--- config.mk ---
export PLATFORM = sky130hd
export DESIGN_NAME = bpc_mc_capture
export DESIGN_NICKNAME = d
export VERILOG_FILES = /design/src/rtl/bpc_mc_capture.sv
export SDC_FILE = /design/constraint.sdc
export NUM_CORES = 1
export LEC_CHECK = 0
export BUFFER_PORTS_ARGS = -buffer_cell sky130_fd_sc_hd__buf_2
export CELL_PAD_IN_SITES_DETAIL_PLACEMENT = 0
export CELL_PAD_IN_SITES_GLOBAL_PLACEMENT = 1
export CORE_UTILIZATION = 32
export CTS_CLUSTER_DIAMETER = 30
export DETAILED_ROUTE_END_ITERATION = 8
export GPL_TIMING_DRIVEN = 0
export MAX_ROUTING_LAYER = met4
export PLACE_DENSITY_LB_ADDON = 0.1
export SLEW_MARGIN = 20
export SYNTH_ARGS = -nofsm -noshare
export SYNTH_HDL_FRONTEND = slang
export SYNTH_SLANG_ARGS = --single-unit
--- constraint.sdc ---
create_clock -name clk -period 1.6 [get_ports clk]
set_clock_uncertainty 0.15 [all_clocks]
set_input_delay 0.32 -clock clk [delete_from_list [all_inputs] [get_ports clk]]
set_output_delay 0.32 -clock clk [all_outputs]
set_load 0.01 [all_outputs]
--- src/rtl/bpc_mc_capture.sv ---
module bpc_mc_capture #(
  parameter int ADDR_W = 32,
  parameter int CTRL_W = 4
) (
  input  logic              clk,
  input  logic              rst_n,
  input  logic              hit,
  input  logic              pen,
  input  logic              mce,
  input  logic              clr,
  input  logic [ADDR_W-1:0] addr,
  input  logic [CTRL_W-1:0] ctrl,
  output logic              valid,
  output logic              ovf,
  output logic              req,
  output logic [ADDR_W-1:0] addr_q,
  output logic [CTRL_W-1:0] ctrl_q
);
  logic cap, first_cap, over_cap;

  assign cap       = hit && pen;
  assign first_cap = cap && (!valid || clr);
  assign over_cap  = cap && valid && !clr;

  always_ff @(posedge clk or negedge rst_n) begin
    if (!rst_n) begin
      valid  <= 1'b0;
      ovf    <= 1'b0;
      req    <= 1'b0;
      addr_q <= '0;
      ctrl_q <= '0;
    end else begin
      if (clr) begin
        valid <= 1'b0;
        ovf   <= 1'b0;
        req   <= 1'b0;
      end
      if (first_cap) begin
        valid  <= 1'b1;
        ovf    <= 1'b0;
        req    <= mce;
        addr_q <= addr;
        ctrl_q <= ctrl;
      end
      if (over_cap) ovf <= 1'b1;
    end
  end

  // a first capture records the cycle's address and control
  p_capture_r6: assert property (@(posedge clk) disable iff (!rst_n)
    first_cap |=> valid && addr_q == $past(addr) && ctrl_q == $past(ctrl));
  // a held capture is not overwritten
  p_hold_r7: assert property (@(posedge clk) disable iff (!rst_n)
    (valid && !clr) |=> valid && $stable(addr_q) && $stable(ctrl_q));
  p_over_r7: assert property (@(posedge clk) disable iff (!rst_n)
    over_cap |=> ovf);
  // a request only exists alongside a capture
  p_req_r8: assert property (@(posedge clk) disable iff (!rst_n)
    req |-> valid);
  // clear without a new error empties the registers
  p_clear_r9: assert property (@(posedge clk) disable iff (!rst_n)
    (clr && !cap) |=> !valid && !ovf && !req);
endmodule

# == Yosys cells after proc, flatten, opt, wreduce, memory -nomap -nowiden ==
# Index checks and enable logic that the tools add are counted.
# word_totals
register_bits,39
inputBits,42
out_inout_bits,39
wordCells,19
# classes
muxes,5
reduce_logical,9
# ops
op,count
1-bit two-way mux,5
1-bit logical AND,4
3-bit nonzero test,1
1-bit logical NOT,2
2-bit nonzero test,1
1-bit logical OR,1

# == Depth between registers and ports, before layout ==
# depth
word_depth,5
depth_mapped,4
mapped_depth_nobuf,3

# == Least setup slack after synthesis ==
# No wires, ideal clock.
# synth_path
path_type,register -> register
from,register valid
to,register addr_q[0]
setup_time_ns,0.125
arrival_ns,1.303
required_time_ns,1.325
path_slack_ns,0.022
stages_incl_launch_ff,4
n_path_buf,1
synth_period_minus_slack_ns,1.578
cell_sequence,dfrtp_1 a21oi_4 buf_12 mux2_4
# synth_between
elab_chain_len,3
# synth_rtl
element,line,source
from (decl),13,"output logic valid,"
from (signal assigned),27,valid <= 1'b0;
from (signal assigned),34,valid <= 1'b0;
from (signal assigned),39,valid <= 1'b1;
1-bit logical NOT,22,assign first_cap = cap && (!valid || clr);
1-bit logical OR,22,
1-bit logical AND,22,
to (signal assigned),42,addr_q <= addr;
to (decl),16,"output logic [ADDR_W-1:0] addr_q,"
# Every way passes these cells.
# A chain may end at the register's enable or synchronous reset.

# == Final worst setup path ==
# layout_path
from,register valid
to,register addr_q[5]
# The elaborated chain is that of the path after synthesis.

==> results.txt <==
----------------------------------------------------
[Logic synthesis]
  Synth top area share ... 0.6047
  Top cells by count, synth ... 39 x sky130_fd_sc_hd__dfrtp_1, 29 x sky130_fd_sc_hd__mux2_4, 7 x sky130_fd_sc_hd__mux2_2, 3 x sky130_fd_sc_hd__buf_12
  Unique cell type count in the Yosys netlist ... 12
  Syn Nets ... 130
  Synth Warn # ... 0
  Sequential fraction of the synthesis area ... 0.6047
  Synthesized cell area ... around 0.0016 mm^2
  Number of enable flip-flop cells after synthesis ... 0
  Flip-flop and latch count after synthesis ... 39
  Most common cell in the synthesized netlist ... sky130_fd_sc_hd__dfrtp_1
  Average footprint of a synthesized cell ... ~18 um^2
  Predominant post-synthesis flop cell ... sky130_fd_sc_hd__dfrtp_1
  Synth area leaders ... sky130_fd_sc_hd__dfrtp_1 60%, sky130_fd_sc_hd__mux2_4 27%, sky130_fd_sc_hd__mux2_2 4.9%
  Async SR Flop Fraction ... 1.000
  Post-synthesis cell type with the largest combined area ... sky130_fd_sc_hd__dfrtp_1
  Post-synthesis instance total ... 88

[STA]
  Number of setup violations in the final report ... 0
  Remaining max-slew budget at the tightest pin ... 0.4334
  Number of pins with negative max-slew slack in the final report ... 0
  Slew at the pin closest to its max-slew limit ... ~0.85 ns
  Final hold vios ... 11
  Worst hold slack across all endpoints ... -0.006752 ns
  Top achievable clock speed ... approximately 680 MHz
  Crit path time final ... about 1.5 ns
  Final worst setup slack ... between 0.1 and 0.15 ns
  Part of the cycle the worst path needs ... 0.9208
  Setup repair after global routing missed its margin ... false

[Worst setup path]
  Reg2reg setup slack ... about 0.13 ns
  Critical path start-end classification ... reg2reg
  Number of cells on the worst reg-to-reg path ... 4
  Data arrival time of the critical path ... about 1.5 ns
  Crit Reg-Reg Startpoint ... valid
  Crit path largest cell delay ... 0.43 ns
  Most frequent CP cell ... sky130_fd_sc_hd__buf_12
  Crit path buf inv count ... 2
  Kind of start point of the critical path ... register
  Sort of element at the end of the critical path ... register
  Highest-delay cell along the critical path ... sky130_fd_sc_hd__dfrtp_1
  Sequence of cells on the critical path ... a21oi_4 -> buf_12 -> buf_12 -> mux2_4
  Reg-to-reg critical path endpoint ... addr_q[5]
  Highest net fanout along the worst path ... 10
  Top delay family on crit path ... flip-flops
  Worst path required time ... around 1.6 ns

[Power]
  Leakage Power ... around 1.1 nW
  Maximum vdd ir drop ... between 0.3 and 0.4 mV
  Power density over cell area ... around 1100 mW/mm^2

[Clock tree]
  Number of buffers on the longest clock path ... 2
  Sinks on the clock net ... 39
  Clock tree root driver cell ... sky130_fd_sc_hd__clkbuf_8
  Number of instances resized during post-cts repair ... 0
  Cts bufs inserted ... 5
  Clock tree from TritonCTS ... yes
  CTS HTree Levels ... 2
  Register clock-pin slew on the reported worst setup and hold paths ... roughly 0.07 ns
  Insertion delay to the later sink of the worst-skew pair ... 0.28 ns

[Detailed routing]
  Mean number of vias per cell ... roughly 4.3
  Number of detailed-routing iterations run before antenna repair ... 4
  Total via count in the routed design ... 1044
  Residual DRC count ... 0
  Remaining number of nets flagged by the antenna check after routing ... 0
  DR iter-0 viols ... 39
  Detailed-route wire length ... 3.188 mm
  Per-cell routed wire length ... approximately 13 um

[Placement]
  Routability Congestion ... 0.7470
  Minimum setup slack after placement ... -0.1284 ns
  Total half-perimeter wirelength after legalization and detailed placement ... roughly 2.3 mm
  Number of input and output port buffers inserted ... 80

[GRT]
  Number of global-route vias before repair ... 1069
  Number of antenna violations at the first check in global routing ... 0
  Largest net degree at the start of global routing ... 40
  Wire length of the first global-routing pass ... about 5.1 mm
  Total Routing Usage GR ... 0.1359
  GRT Residual Overflow ... 0

[Floorplanning]
  X dimension of the die ... 73.02 um
  Row Count ... 25
  Boundary pin count ... about 80
  Floorplan die area ... between 0.005 and 0.006 mm^2
  Die outline height ... approximately 73 um
  Effective utilization at floorplan ... 0.3373
  Area of the core ... around 0.0048 mm^2

[Cells and area]
  Post-synthesis to final-layout area growth ... 36.98%
  Final antenna diode count ... 0
  Share of layout cells above drive strength 1 ... 0.7273
  Net count reported at finish ... approximately 220
  Utilization of the core after routing ... 0.4620

[Outcome]
  Status ... finished, violations left
  Failing checks ... hold timing

[Hold path]
  Class of the tightest hold or removal check ... in2async

[Flow run]
  Max-Cap Viols ... 0

----------------------------------------------------
## registers in the layout (all words and copies together) (netlist names)
signal	flops
ctrl_q	4
valid	1
addr_q	32
ovf	1
req	1
## cell type report
cell class	count	area (um^2)
clock buffers	6	72.57
repair buffers	82	440.4
multi-input cells	44	570.5
fillers	442	2575
plain buffers	3	60.06
inverters	2	7.507
well taps	67	83.83
flip-flops and latches	39	975.9
## power breakdown
part	total [W]	internal (W)	switching, W
clock	0.000590	0.000290	0.000300
combinational	0.000663	0.000396	0.000267
sequential	0.00125	0.00116	0.0000928
total	0.00251	0.00185	0.000660
## stage by stage
step	setup TNS, ns	instances	total power (W)	hold slack [ns]	cell area (um^2)
after floorplan	0	88	0.001641	-0.1256	1614
after global placement	-2.403	235	0.001909	0.3171	2098
after detailed placement	-3.378	235	0.001930	0.3375	2098
after CTS	0	243	0.002547	0.02448	2211
after global routing	0	243	0.002656	0.05313	2211
final	0	243	0.002506	-0.006752	2211
## repair_timing
action                                 in CTS  in global routing
hold buffers                                0                  0
endpoints found under the hold margin       0                  0
setup endpoints to repair                  29                  0
setup buffers                               2                  0
## layer usage
| layer | track usage | wire (um) |
|---|---|---|
| met1 | 0.1611 | 1329 |
| met2 | 0.2119 | 1582 |
| met3 | 0.05110 | 244 |
| met4 | 0.04575 | 32 |
| met5 | - | 0 |
## how the worst max path moves through the flow
stage          depth (start not counted)  start   endpoint
5_1_grt                                4  valid  addr_q[5]
6_report                               4  valid  addr_q[5]
3_5_place_dp                           5    clr  addr_q[5]
3_3_place_gp                           5    clr  addr_q[3]
4_1_cts                                4  valid  addr_q[5]
2_1_floorplan                          3  valid  addr_q[0]
## logic make-up (layout without fill, tap and decap cells)
family / Yosys count / after routing / share of synthesized area
AO/OA/AOI/OAI: 4 / 4 / 0.02248
buffers and inverters: 5 / 93 / 0.04186
flip-flops: 39 / 39 / 0.6047
multiplexers: 36 / 36 / 0.3186
AND/OR/NAND/NOR: 4 / 4 / 0.01240
## placed cells by master, fill, tap and decap left out
cell,netlist,routed
sky130_fd_sc_hd__clkbuf_1,0,1
sky130_fd_sc_hd__mux2_2,7,7
sky130_fd_sc_hd__a21oi_1,1,1
sky130_fd_sc_hd__nand2_2,1,1
sky130_fd_sc_hd__clkbuf_8,0,5
sky130_fd_sc_hd__dfrtp_1,39,39
sky130_fd_sc_hd__mux2_4,29,29
sky130_fd_sc_hd__nand3_1,2,2
sky130_fd_sc_hd__nand2_1,1,1
sky130_fd_sc_hd__inv_1,2,2
sky130_fd_sc_hd__a32o_1,1,1
sky130_fd_sc_hd__buf_2,0,80
sky130_fd_sc_hd__buf_12,3,5
sky130_fd_sc_hd__o21ai_0,1,1
sky130_fd_sc_hd__a21oi_4,1,1
No activity file was read; power rests on OpenSTA's default activity.
